[src/rtl/mbx_pkg.sv]
package mbx_pkg;
  localparam int DEPTH   = 16;
  localparam int PTR_W   = $clog2(DEPTH);
  localparam int CNT_W   = $clog2(DEPTH + 1);
  localparam int LEAD_W  = 64;
  localparam int TRAIL_W = 32;
  localparam int NUM_IRQ = 4;

  localparam logic [7:0] ADR_IRQ_EN  = 8'h48;
  localparam logic [7:0] ADR_IRQ_ACK = 8'h4C;
  localparam logic [7:0] ADR_OUT_BASE = 8'h50;
  localparam logic [7:0] ADR_IN_BASE  = 8'h80;
  localparam logic [7:0] OFS_CTRL  = 8'h00;
  localparam logic [7:0] OFS_SEND0 = 8'h10;
  localparam logic [7:0] OFS_SEND1 = 8'h18;
  localparam logic [7:0] OFS_RECV0 = 8'h20;
  localparam logic [7:0] OFS_RECV1 = 8'h28;

  localparam logic [NUM_IRQ-1:0] LATCH_RST = 4'b0101;

  typedef struct packed {
    logic [LEAD_W-1:0]  lead;
    logic [TRAIL_W-1:0] trail;
  } mbx_msg_t;
endpackage

[src/rtl/mbx_fifo.sv]
module mbx_fifo
  import mbx_pkg::*;
#(
  parameter int DEP = DEPTH,
  localparam int PW = $clog2(DEP),
  localparam int CW = $clog2(DEP + 1)
) (
  input  logic          clk,
  input  logic          rst_n,
  input  logic          push,
  input  mbx_msg_t      push_msg,
  input  logic          pop,
  output mbx_msg_t      head,
  output logic          full,
  output logic          empty,
  output logic [CW-1:0] count,
  output logic [PW-1:0] wptr,
  output logic [PW-1:0] rptr
);
  mbx_msg_t      mem [DEP];
  logic          push_ok, pop_ok;
  logic [PW-1:0] wptr_nx, rptr_nx;
  logic [CW-1:0] count_nx;

  assign full    = (count == CW'(DEP));
  assign empty   = (count == '0);
  assign push_ok = push && !full;
  assign pop_ok  = pop && !empty;
  assign head    = mem[rptr];

  always_comb begin
    wptr_nx  = wptr;
    rptr_nx  = rptr;
    count_nx = count;
    if (push_ok) begin
      wptr_nx  = (wptr == PW'(DEP - 1)) ? '0 : wptr + 1'b1;
      count_nx = count_nx + 1'b1;
    end
    if (pop_ok) begin
      rptr_nx  = (rptr == PW'(DEP - 1)) ? '0 : rptr + 1'b1;
      count_nx = count_nx - 1'b1;
    end
  end

  always_ff @(posedge clk or negedge rst_n) begin
    if (!rst_n) begin
      wptr  <= '0;
      rptr  <= '0;
      count <= '0;
    end else begin
      wptr  <= wptr_nx;
      rptr  <= rptr_nx;
      count <= count_nx;
    end
  end

  always_ff @(posedge clk) begin
    if (push_ok) mem[wptr] <= push_msg;
  end
endmodule

[src/rtl/mbx_dir.sv]
module mbx_dir
  import mbx_pkg::*;
#(
  parameter logic [7:0] BASE = ADR_OUT_BASE
) (
  input  logic             clk,
  input  logic             rst_n,
  input  logic             bus_wr,
  input  logic             bus_rd,
  input  logic [7:0]       bus_addr,
  input  logic [63:0]      bus_wdata,
  output logic [63:0]      rdata,
  output logic             full,
  output logic             empty,
  output logic             push_req,
  output logic [CNT_W-1:0] count
);
  logic [LEAD_W-1:0]  hold_q;
  logic               lead_wr, pop_req;
  logic [PTR_W-1:0]   wptr, rptr;
  logic [CNT_W-1:0]   free_slots;
  logic [3:0]         free_cap;
  mbx_msg_t           head, push_msg;

  assign lead_wr  = bus_wr && (bus_addr == BASE + OFS_SEND0);
  assign push_req = bus_wr && (bus_addr == BASE + OFS_SEND1);
  assign pop_req  = bus_rd && (bus_addr == BASE + OFS_RECV1);
  assign push_msg = '{lead: hold_q, trail: bus_wdata[TRAIL_W-1:0]};

  always_ff @(posedge clk or negedge rst_n) begin
    if (!rst_n)       hold_q <= '0;
    else if (lead_wr) hold_q <= bus_wdata;
  end

  mbx_fifo #(.DEP(DEPTH)) u_fifo (
    .clk(clk), .rst_n(rst_n), .push(push_req), .push_msg(push_msg),
    .pop(pop_req), .head(head), .full(full), .empty(empty),
    .count(count), .wptr(wptr), .rptr(rptr)
  );

  assign free_slots = CNT_W'(DEPTH) - count;
  assign free_cap   = (free_slots > CNT_W'(15)) ? 4'hF : 4'(free_slots);

  always_comb begin
    rdata = '0;
    if (bus_addr == BASE + OFS_CTRL)
      rdata = {46'b0, empty, full, 16'b0};
    else if (bus_addr == BASE + OFS_RECV0)
      rdata = head.lead;
    else if (bus_addr == BASE + OFS_RECV1)
      rdata = {7'b0, 5'(count), free_cap, 4'(rptr), 4'(wptr), 8'b0, head.trail};
  end
endmodule

[src/rtl/mbx_irq.sv]
module mbx_irq
  import mbx_pkg::*;
(
  input  logic               clk,
  input  logic               rst_n,
  input  logic               en_wr,
  input  logic               ack_wr,
  input  logic [NUM_IRQ-1:0] wbits,
  input  logic [NUM_IRQ-1:0] raw,
  output logic [NUM_IRQ-1:0] en_q,
  output logic [NUM_IRQ-1:0] latch_q,
  output logic               irq_send_empty,
  output logic               irq_recv_not_empty
);
  logic [NUM_IRQ-1:0] ack_bits;

  assign ack_bits = ack_wr ? wbits : '0;

  always_ff @(posedge clk or negedge rst_n) begin
    if (!rst_n)     en_q <= '0;
    else if (en_wr) en_q <= wbits;
  end

  for (genvar i = 0; i < NUM_IRQ; i++) begin : g_latch
    logic nx;
    assign nx = raw[i] | (latch_q[i] & ~ack_bits[i]);
    always_ff @(posedge clk or negedge rst_n) begin
      if (!rst_n) latch_q[i] <= LATCH_RST[i];
      else        latch_q[i] <= nx;
    end
  end

  assign irq_send_empty     = latch_q[0] & en_q[0];
  assign irq_recv_not_empty = latch_q[3] & en_q[3];
endmodule

[src/rtl/mbx_top.sv]
module mbx_top
  import mbx_pkg::*;
(
  input  logic        clk,
  input  logic        rst_n,
  input  logic        bus_wr,
  input  logic        bus_rd,
  input  logic [7:0]  bus_addr,
  input  logic [63:0] bus_wdata,
  output logic [63:0] bus_rdata,
  output logic        irq_send_empty,
  output logic        irq_recv_not_empty
);
  logic [1:0]         rst_sync_q;
  logic               rst_n_i;
  logic [63:0]        dir_rdata [2];
  logic [1:0]         q_full, q_empty, q_push;
  logic [CNT_W-1:0]   q_count [2];
  logic [NUM_IRQ-1:0] raw, en_q, latch_q;
  logic               en_wr, ack_wr;
  logic [63:0]        irq_rdata;

  always_ff @(posedge clk or negedge rst_n) begin
    if (!rst_n) rst_sync_q <= 2'b00;
    else        rst_sync_q <= {rst_sync_q[0], 1'b1};
  end
  assign rst_n_i = rst_sync_q[1];

  for (genvar d = 0; d < 2; d++) begin : g_dir
    mbx_dir #(.BASE(d == 0 ? ADR_OUT_BASE : ADR_IN_BASE)) u_dir (
      .clk(clk), .rst_n(rst_n_i), .bus_wr(bus_wr), .bus_rd(bus_rd),
      .bus_addr(bus_addr), .bus_wdata(bus_wdata), .rdata(dir_rdata[d]),
      .full(q_full[d]), .empty(q_empty[d]), .push_req(q_push[d]),
      .count(q_count[d])
    );
  end

  assign raw    = {~q_empty[1], q_empty[1], ~q_empty[0], q_empty[0]};
  assign en_wr  = bus_wr && (bus_addr == ADR_IRQ_EN);
  assign ack_wr = bus_wr && (bus_addr == ADR_IRQ_ACK);

  mbx_irq u_irq (
    .clk(clk), .rst_n(rst_n_i), .en_wr(en_wr), .ack_wr(ack_wr),
    .wbits(bus_wdata[NUM_IRQ-1:0]), .raw(raw), .en_q(en_q),
    .latch_q(latch_q), .irq_send_empty(irq_send_empty),
    .irq_recv_not_empty(irq_recv_not_empty)
  );

  always_comb begin
    irq_rdata = '0;
    if (bus_addr == ADR_IRQ_EN)       irq_rdata[NUM_IRQ-1:0] = en_q;
    else if (bus_addr == ADR_IRQ_ACK) irq_rdata[NUM_IRQ-1:0] = latch_q;
  end

  assign bus_rdata = dir_rdata[0] | dir_rdata[1] | irq_rdata;
endmodule

[config.mk]
export PLATFORM = sky130hd
export DESIGN_NAME = mbx_top
export DESIGN_NICKNAME = d
export VERILOG_FILES = /design/src/rtl/mbx_pkg.sv /design/src/rtl/mbx_fifo.sv /design/src/rtl/mbx_dir.sv /design/src/rtl/mbx_irq.sv /design/src/rtl/mbx_top.sv
export SDC_FILE = /design/constraint.sdc
export NUM_CORES = 2
export LEC_CHECK = 0
export CAP_MARGIN = 20
export CORE_ASPECT_RATIO = 1.5
export CORE_MARGIN = 4
export CORE_UTILIZATION = 40
export CTS_CLUSTER_SIZE = 40
export DETAILED_ROUTE_END_ITERATION = 10
export DONT_BUFFER_PORTS = 1
export GPL_ROUTABILITY_DRIVEN = 0
export HOLD_SLACK_MARGIN = 0.12
export PLACE_DENSITY_LB_ADDON = 0.3
export SLEW_MARGIN = 20
export SYNTH_ARGS = -nofsm -noshare
export SYNTH_HDL_FRONTEND = slang
export SYNTH_SLANG_ARGS = --single-unit
[constraint.sdc]
create_clock -name clk -period 7.75 [get_ports clk]
set_input_delay 0.775 -clock clk [delete_from_list [all_inputs] [get_ports clk]]
set_output_delay 0.775 -clock clk [all_outputs]
set_load 0.03 [all_outputs]
== Word level (Yosys, flattened, before mapping) ==
Memories as Yosys holds them, arrays and structs flattened.
Cells that the tools add are included.
Cells by class
  muxes and demuxes: 23
  order comparisons: 2
  $add $sub $neg: 10
  bitwise gates (word level): 18
  reductions and logical operators: 18
  equal/unequal tests: 18
Operators with widths (number)
  $mux W64: 4
  $mux W57: 2
  $or A64 B4 Y64: 1
  $or A64 B64 Y64: 1
  $eq A8 B7 Y1 const B: 7
  $eq A8 B8 Y1 const B: 5
  $mux W4: 9
  $mux W5: 4
  $add A4 B1 Y4 const B: 4
  $eq A4 B4 Y1 const B: 4
  $logic_and A1 B1 Y1: 12
  $add A5 B1 Y5 const B: 2
  $eq A5 B5 Y1 const B: 2
  $gt A5 B4 Y1 const B: 2
  $logic_not A5 Y1: 2
  $sub A5 B1 Y5 const B: 2
  $sub A5 B5 Y5 const A: 2
  $and A1 B1 Y1: 6
  $not A1 Y1: 6
  $logic_not A1 Y1: 4
  $mux W1: 4
  $or A1 B1 Y1: 4
Storage, ports and cells
  memories kept: 2
  memory bits (writable): 3072
  bits of input ports: 76
  output and inout bits: 66
  logic and storage cells: 105
  bits in registers: 164
Memories
  g_dir[0].u_dir.u_fifo.mem: depth 16, width 96, rd ports 1, clocked after memory_dff 0, write ports 1, line mbx_fifo.sv:20  | mbx_msg_t mem [DEP];
  g_dir[1].u_dir.u_fifo.mem: depth 16, width 96, rd ports 1, clocked after memory_dff 0, write ports 1, line mbx_fifo.sv:20

== Longest topological paths before layout ==
  depth in word-level cells: 8
  gate-level depth with buffers: 13
  depth with buffers taken out: 12

== By module ==
From an unflattened synthesis, not the netlist that was laid out.
Unflattened totals
  cells, all modules: 5510
  area total of the unflattened synthesis: 124330.5 µm²
By module, submodules not included
  mbx_fifo: times used 2, sequential area each 46449.5 µm², cells an instance 2435, area each 58140.8 µm²
  mbx_dir (g_dir[1].u_dir): times used 1, sequential area each 1601.5 µm², cells an instance 291, area each 3731.1 µm²
  mbx_dir (g_dir[0].u_dir): times used 1, sequential area each 1601.5 µm², cells an instance 242, area each 3433.3 µm²
  mbx_top: times used 1, sequential area each 50.0 µm², cells an instance 85, area each 579.3 µm²
  mbx_irq: times used 1, sequential area each 202.7 µm², cells an instance 22, area each 305.3 µm²

== Worst setup path after synthesis ==
No wires, ideal clock.
  path kind: input port to flip-flop
  start point: input port bus_addr[2]
  end point: memory g_dir[0].u_dir.u_fifo.mem[0][0] (netlist name) (enable)
  stages: 5
  path slack: -3.867 ns
  setup time: 0.791 ns
  data arrival time: 10.826 ns
  path buffers: 2
  data required time: 6.959 ns
  cell sequence: buf_2 -> nor4b_4 -> buf_2 -> nand4b_1 -> nor4_1
On the way
  longest elaborated chain between the ends: 5
RTL lines
  start: declaration: line mbx_top.sv:8  | input logic [7:0] bus_addr,
  $eq A8 B7 Y1: line mbx_dir.sv:26  | assign push_req = bus_wr && (bus_addr == BASE + OFS_SEND1);
  $logic_and A1 B1 Y1: line mbx_dir.sv:26
  $logic_and A1 B1 Y1: line mbx_fifo.sv:27  | assign push_ok = push && !full;
  $mux W1: line mbx_fifo.sv:58  | if (push_ok) mem[wptr] <= push_msg;
  $mux W1 (implied by the code): line mbx_fifo.sv:58
  end: declaration: line mbx_fifo.sv:20
No other way between the ends.

== Final worst setup path ==
  start point: register g_dir[1].u_dir.u_fifo.rptr[1]
  end point: output port bus_rdata[41]
On the way
  longest elaborated chain between the ends: 5
RTL lines
  start: declaration: line mbx_fifo.sv:18  | output logic [PW-1:0] rptr
  start signal: assignment: line mbx_fifo.sv:52  | rptr <= rptr_nx;
  $mem_v2 Z16 W96
  $mux W64: line mbx_dir.sv:48  | else if (bus_addr == BASE + OFS_RECV0)
  $mux W64: line mbx_dir.sv:46  | if (bus_addr == BASE + OFS_CTRL)
  $or A64 B64 Y64: line mbx_top.sv:55  | assign bus_rdata = dir_rdata[0] | dir_rdata[1] | irq_rdata;
  $or A64 B4 Y64: line mbx_top.sv:55
  end: declaration: line mbx_top.sv:10  | output logic [63:0] bus_rdata,
No other way between the ends.

==> flow_metrics.tcl <==
set metrics [dict create \
    cp.arrival_ps 4840 \
    synthArstFlopShare_pct 5.068 \
    setup_slack_ps 2134 \
    cpMostUsedCell "nand2_1" \
    tns_ps 0 \
    crit_fanout 134 \
    cts_hold_buf 69 \
    met2WireLength_um 178800 \
    power_density_nw_per_um2 248.9 \
    placed_cells 9420 \
    start_util_pct 40.26 \
    area_delta_synth_final_pct 12.86 \
    p_total_mw 35.02 \
    cts_buffers 297 \
    avgSynthCellArea_um2 22.39 \
    finalNonFillerCells 10030 \
    vdd_drop_max_mv 0.1661 \
    insertion_delay_ps 880 \
    vias 60240 \
    fin_crit_ps 5616 \
    post-route-util_pct 45.43 \
    rsz0062_at_grt "no" \
    grt_pass1_vias 61960 \
    crit_buf_inv 1 \
    ff_latch_area_um2 96380 \
    num_rows 250 \
    grt_usage_pct 20.99 \
    dpl_worst_slack_ps 2735 \
    htreeDepth 5 \
    fin_area_um2 140700 \
    hp-start "bus_addr[2]" \
    holdPathStages 3 \
    synth_top_area_share_pct 73.99 \
    finish.net_count 5853 \
    r2r-start "g_dir[1].u_dir.u_fifo.count[0]" \
    r2r_cells 10 \
    r2r-end "g_dir[1].u_dir.u_fifo.mem[6][36]" \
    num_io_pins 142 \
    via_per_inst 6.006 \
    wl_met1_um 128300 \
    cts_resized 0 \
    syn_area_um2 124700 \
    fin_crit_sh_pct 72.46 \
    cts_tree "done" \
    cts-root-buf "clkbuf_16" \
    synth_top_flop_cell "edfxtp_1" \
    fin_skew_ps 61.33 \
    p_leak_nw 43.84 \
    dpl.hpwl_um 182900 \
    drive_above_1_share_pct 26.73 \
    synth_area_leaders "edfxtp_1 (74%), mux4_2 (14%), dfrtp_1 (3.3%)" \
    yosys_warnings 0 \
    overflow 0 \
    syn_inst 5569 \
    setup_violations 0 \
    clock.fmax_mhz 178.1 \
    finalHoldViolations 0 \
    yosysSeqAreaShare_pct 77.29 \
    min_to "u_irq.latch_q[3]" \
    grt_pass1_wl_um 482100 \
    relSlewSlack_pct 22.47 \
    drt.antenna.violating_nets 0 \
    cpPeakStageDelay_ps 900 \
    ff2ff_setup_slack_ps 3300 \
    hold_slack_ps 174.5 \
    wirelength_um 341600 \
    drv_cap 0 \
    clock_path_buffers 4 \
    clkSlewWorstSetupHoldPaths_ps 60 \
    cp.required_ps 6970 \
    critPathTopFamily "compound AO/OA/AOI/OAI gates" \
    maxUsedRoutingLayer "met5" \
    io_buffer_count 0 \
    grt_max_degree 135 \
    die_w_um 463.8 \
    worst_pin_slew_ps 1163 \
    numClockSinks 3236 \
    post_synth_num_cell_types 74 \
    crit_path_cell_trace "buf_12 > mux4_2 > nand2_1 > nand2_1 > a222oi_1 > o211ai_1" \
    n_fill_cell 25510 \
    path_class "flop to output pin" \
    synth_seq_cells 3236 \
    core-area_um2 309700 \
    wl_met3_um 19900 \
    end_kind "output pin" \
    synth_top_cell_by_area "edfxtp_1" \
    outcome "finished clean" \
    drc 0 \
    die_area_um2 320900 \
    syn-num-nets 5665 \
    cts_setup_buffers 0 \
    routedWlPerCell_um 34.05 \
    start_kind "flop" \
    synth_edf_count 3072 \
    multi_input_area_um2 26900 \
    min_path_type "primary input to flop" \
    placed_area_um2 129900 \
    finalMaxSlewViolations 0 \
    first_pass_iters 9 \
    die_h_um 691.8 \
    antenna_found_initial 18 \
    drtIter0Drc 6588 \
    slowest_stage "a222oi_1" \
]
==> cells by family after synthesis <==
logic type / synth area share (%)
multiplexers: 16.80
AO/OA/AOI/OAI: 2.595
other: 0.003008
buffers and inverters: 1.354
AND/OR/NAND/NOR: 1.620
XOR/XNOR: 0.1405
adder cells (fa/ha/maj): 0.2007
flip-flops: 77.29
==> cells in the mapped netlist (all sizes together), types with 6 or more instances <==
| cell | instances |
|---|---|
| mux2i | 199 |
| o221ai | 27 |
| dfrtp | 162 |
| edfxtp | 3072 |
| a211oi | 24 |
| mux4 | 772 |
| a221oi | 14 |
| nor2b | 13 |
| or4 | 27 |
| and2 | 25 |
| a31oi | 6 |
| nand2 | 148 |
| a21o | 6 |
| a22o | 19 |
| a21oi | 95 |
| nor3 | 28 |
| o22ai | 26 |
| o211ai | 23 |
| buf | 190 |
| nand2b | 6 |
| a222oi | 8 |
| nand4 | 24 |
| o21ai | 40 |
| xnor2 | 13 |
| and3 | 8 |
| mux2 | 139 |
| a311oi | 8 |
| nor2 | 37 |
| nor4 | 6 |
| nand3 | 37 |
| xor2 | 7 |
| inv | 17 |
| a22oi | 138 |
| ha | 20 |
| clkbuf | 128 |
==> registers in the layout, summed over array words and instances, names as in the netlist <==
| signal | count |
|---|---|
| u_irq.en_q | 4 |
| g_dir.u_dir.u_fifo.count | 10 |
| u_irq.latch_q | 4 |
| g_dir.u_dir.u_fifo.rptr | 8 |
| g_dir.u_dir.u_fifo.wptr | 8 |
| rst_sync_q | 2 |
| g_dir.u_dir.u_fifo.mem | 3072 |
| g_dir.u_dir.hold_q | 128 |
==> worst min-delay path, stage by stage <==
cell	delay, ps
nand4_1	70
nand2_1	50
nand2_1	60
==> worst max path at each step <==
stage | from | end | slack, ps | cells past startpoint
after CTS | g_dir[0].u_dir.u_fifo.rptr[1] | bus_rdata[17] | 2180 | 7
after global placement | bus_addr[1] | bus_rdata[5] | 2570 | 6
after detailed placement | bus_addr[4] | bus_rdata[31] | 2730 | 6
final | g_dir[1].u_dir.u_fifo.rptr[1] | bus_rdata[41] | 2130 | 6
after global routing | g_dir[1].u_dir.u_fifo.rptr[1] | bus_rdata[41] | 2050 | 6
after floorplan | bus_addr[2] | g_dir[0].u_dir.u_fifo.mem[0][0] | -3870 | 5
==> cells in the final DEF (no fill, tap or decap), types with 36 or more instances in the layout <==
master and count:
edfxtp_1 3072, mux4_2 772, clkbuf_16 305, mux2i_1 199
dfrtp_1 154, nand2_1 145, mux2_2 139, a22oi_1 138
a21oi_1 95, buf_4 93, clkbuf_1 74, buf_12 64
clkbuf_8 52, o21ai_0 40, dlygate4sd3_1 37, nand3_1 36
clkinv_2 36
==> metal layers <==
metal | vias to the layer above | global-route usage, %
li1 | 24020 | -
met2 | 2294 | 37.06
met3 | 575 | 3.008
met4 | 6 | 8.116
met1 | 33350 | 26.15
met5 | - | 0
==> area by class of cell <==
cell class,count,share of cell area (%)
Antenna cell,4,0.007114
Clock buffer,431,6.131
Clock inverter,105,0.8555
Inverter,18,0.05514
Multi-Input combinational cell,1997,19.12
Sequential cell,3236,68.50
Tap cell,4032,3.586
Timing Repair Buffer,207,1.741
==> power breakdown <==
group	switching, mW	total [mW]	internal [mW]	leakage (nW)
logic	0.446	0.834	0.389	8.26
registers	0.165	19.3	19.1	30.8
clock network	6.36	14.9	8.51	4.81
total	6.97	35.0	28.0	43.8
No activity file was read; power rests on OpenSTA's default activity.
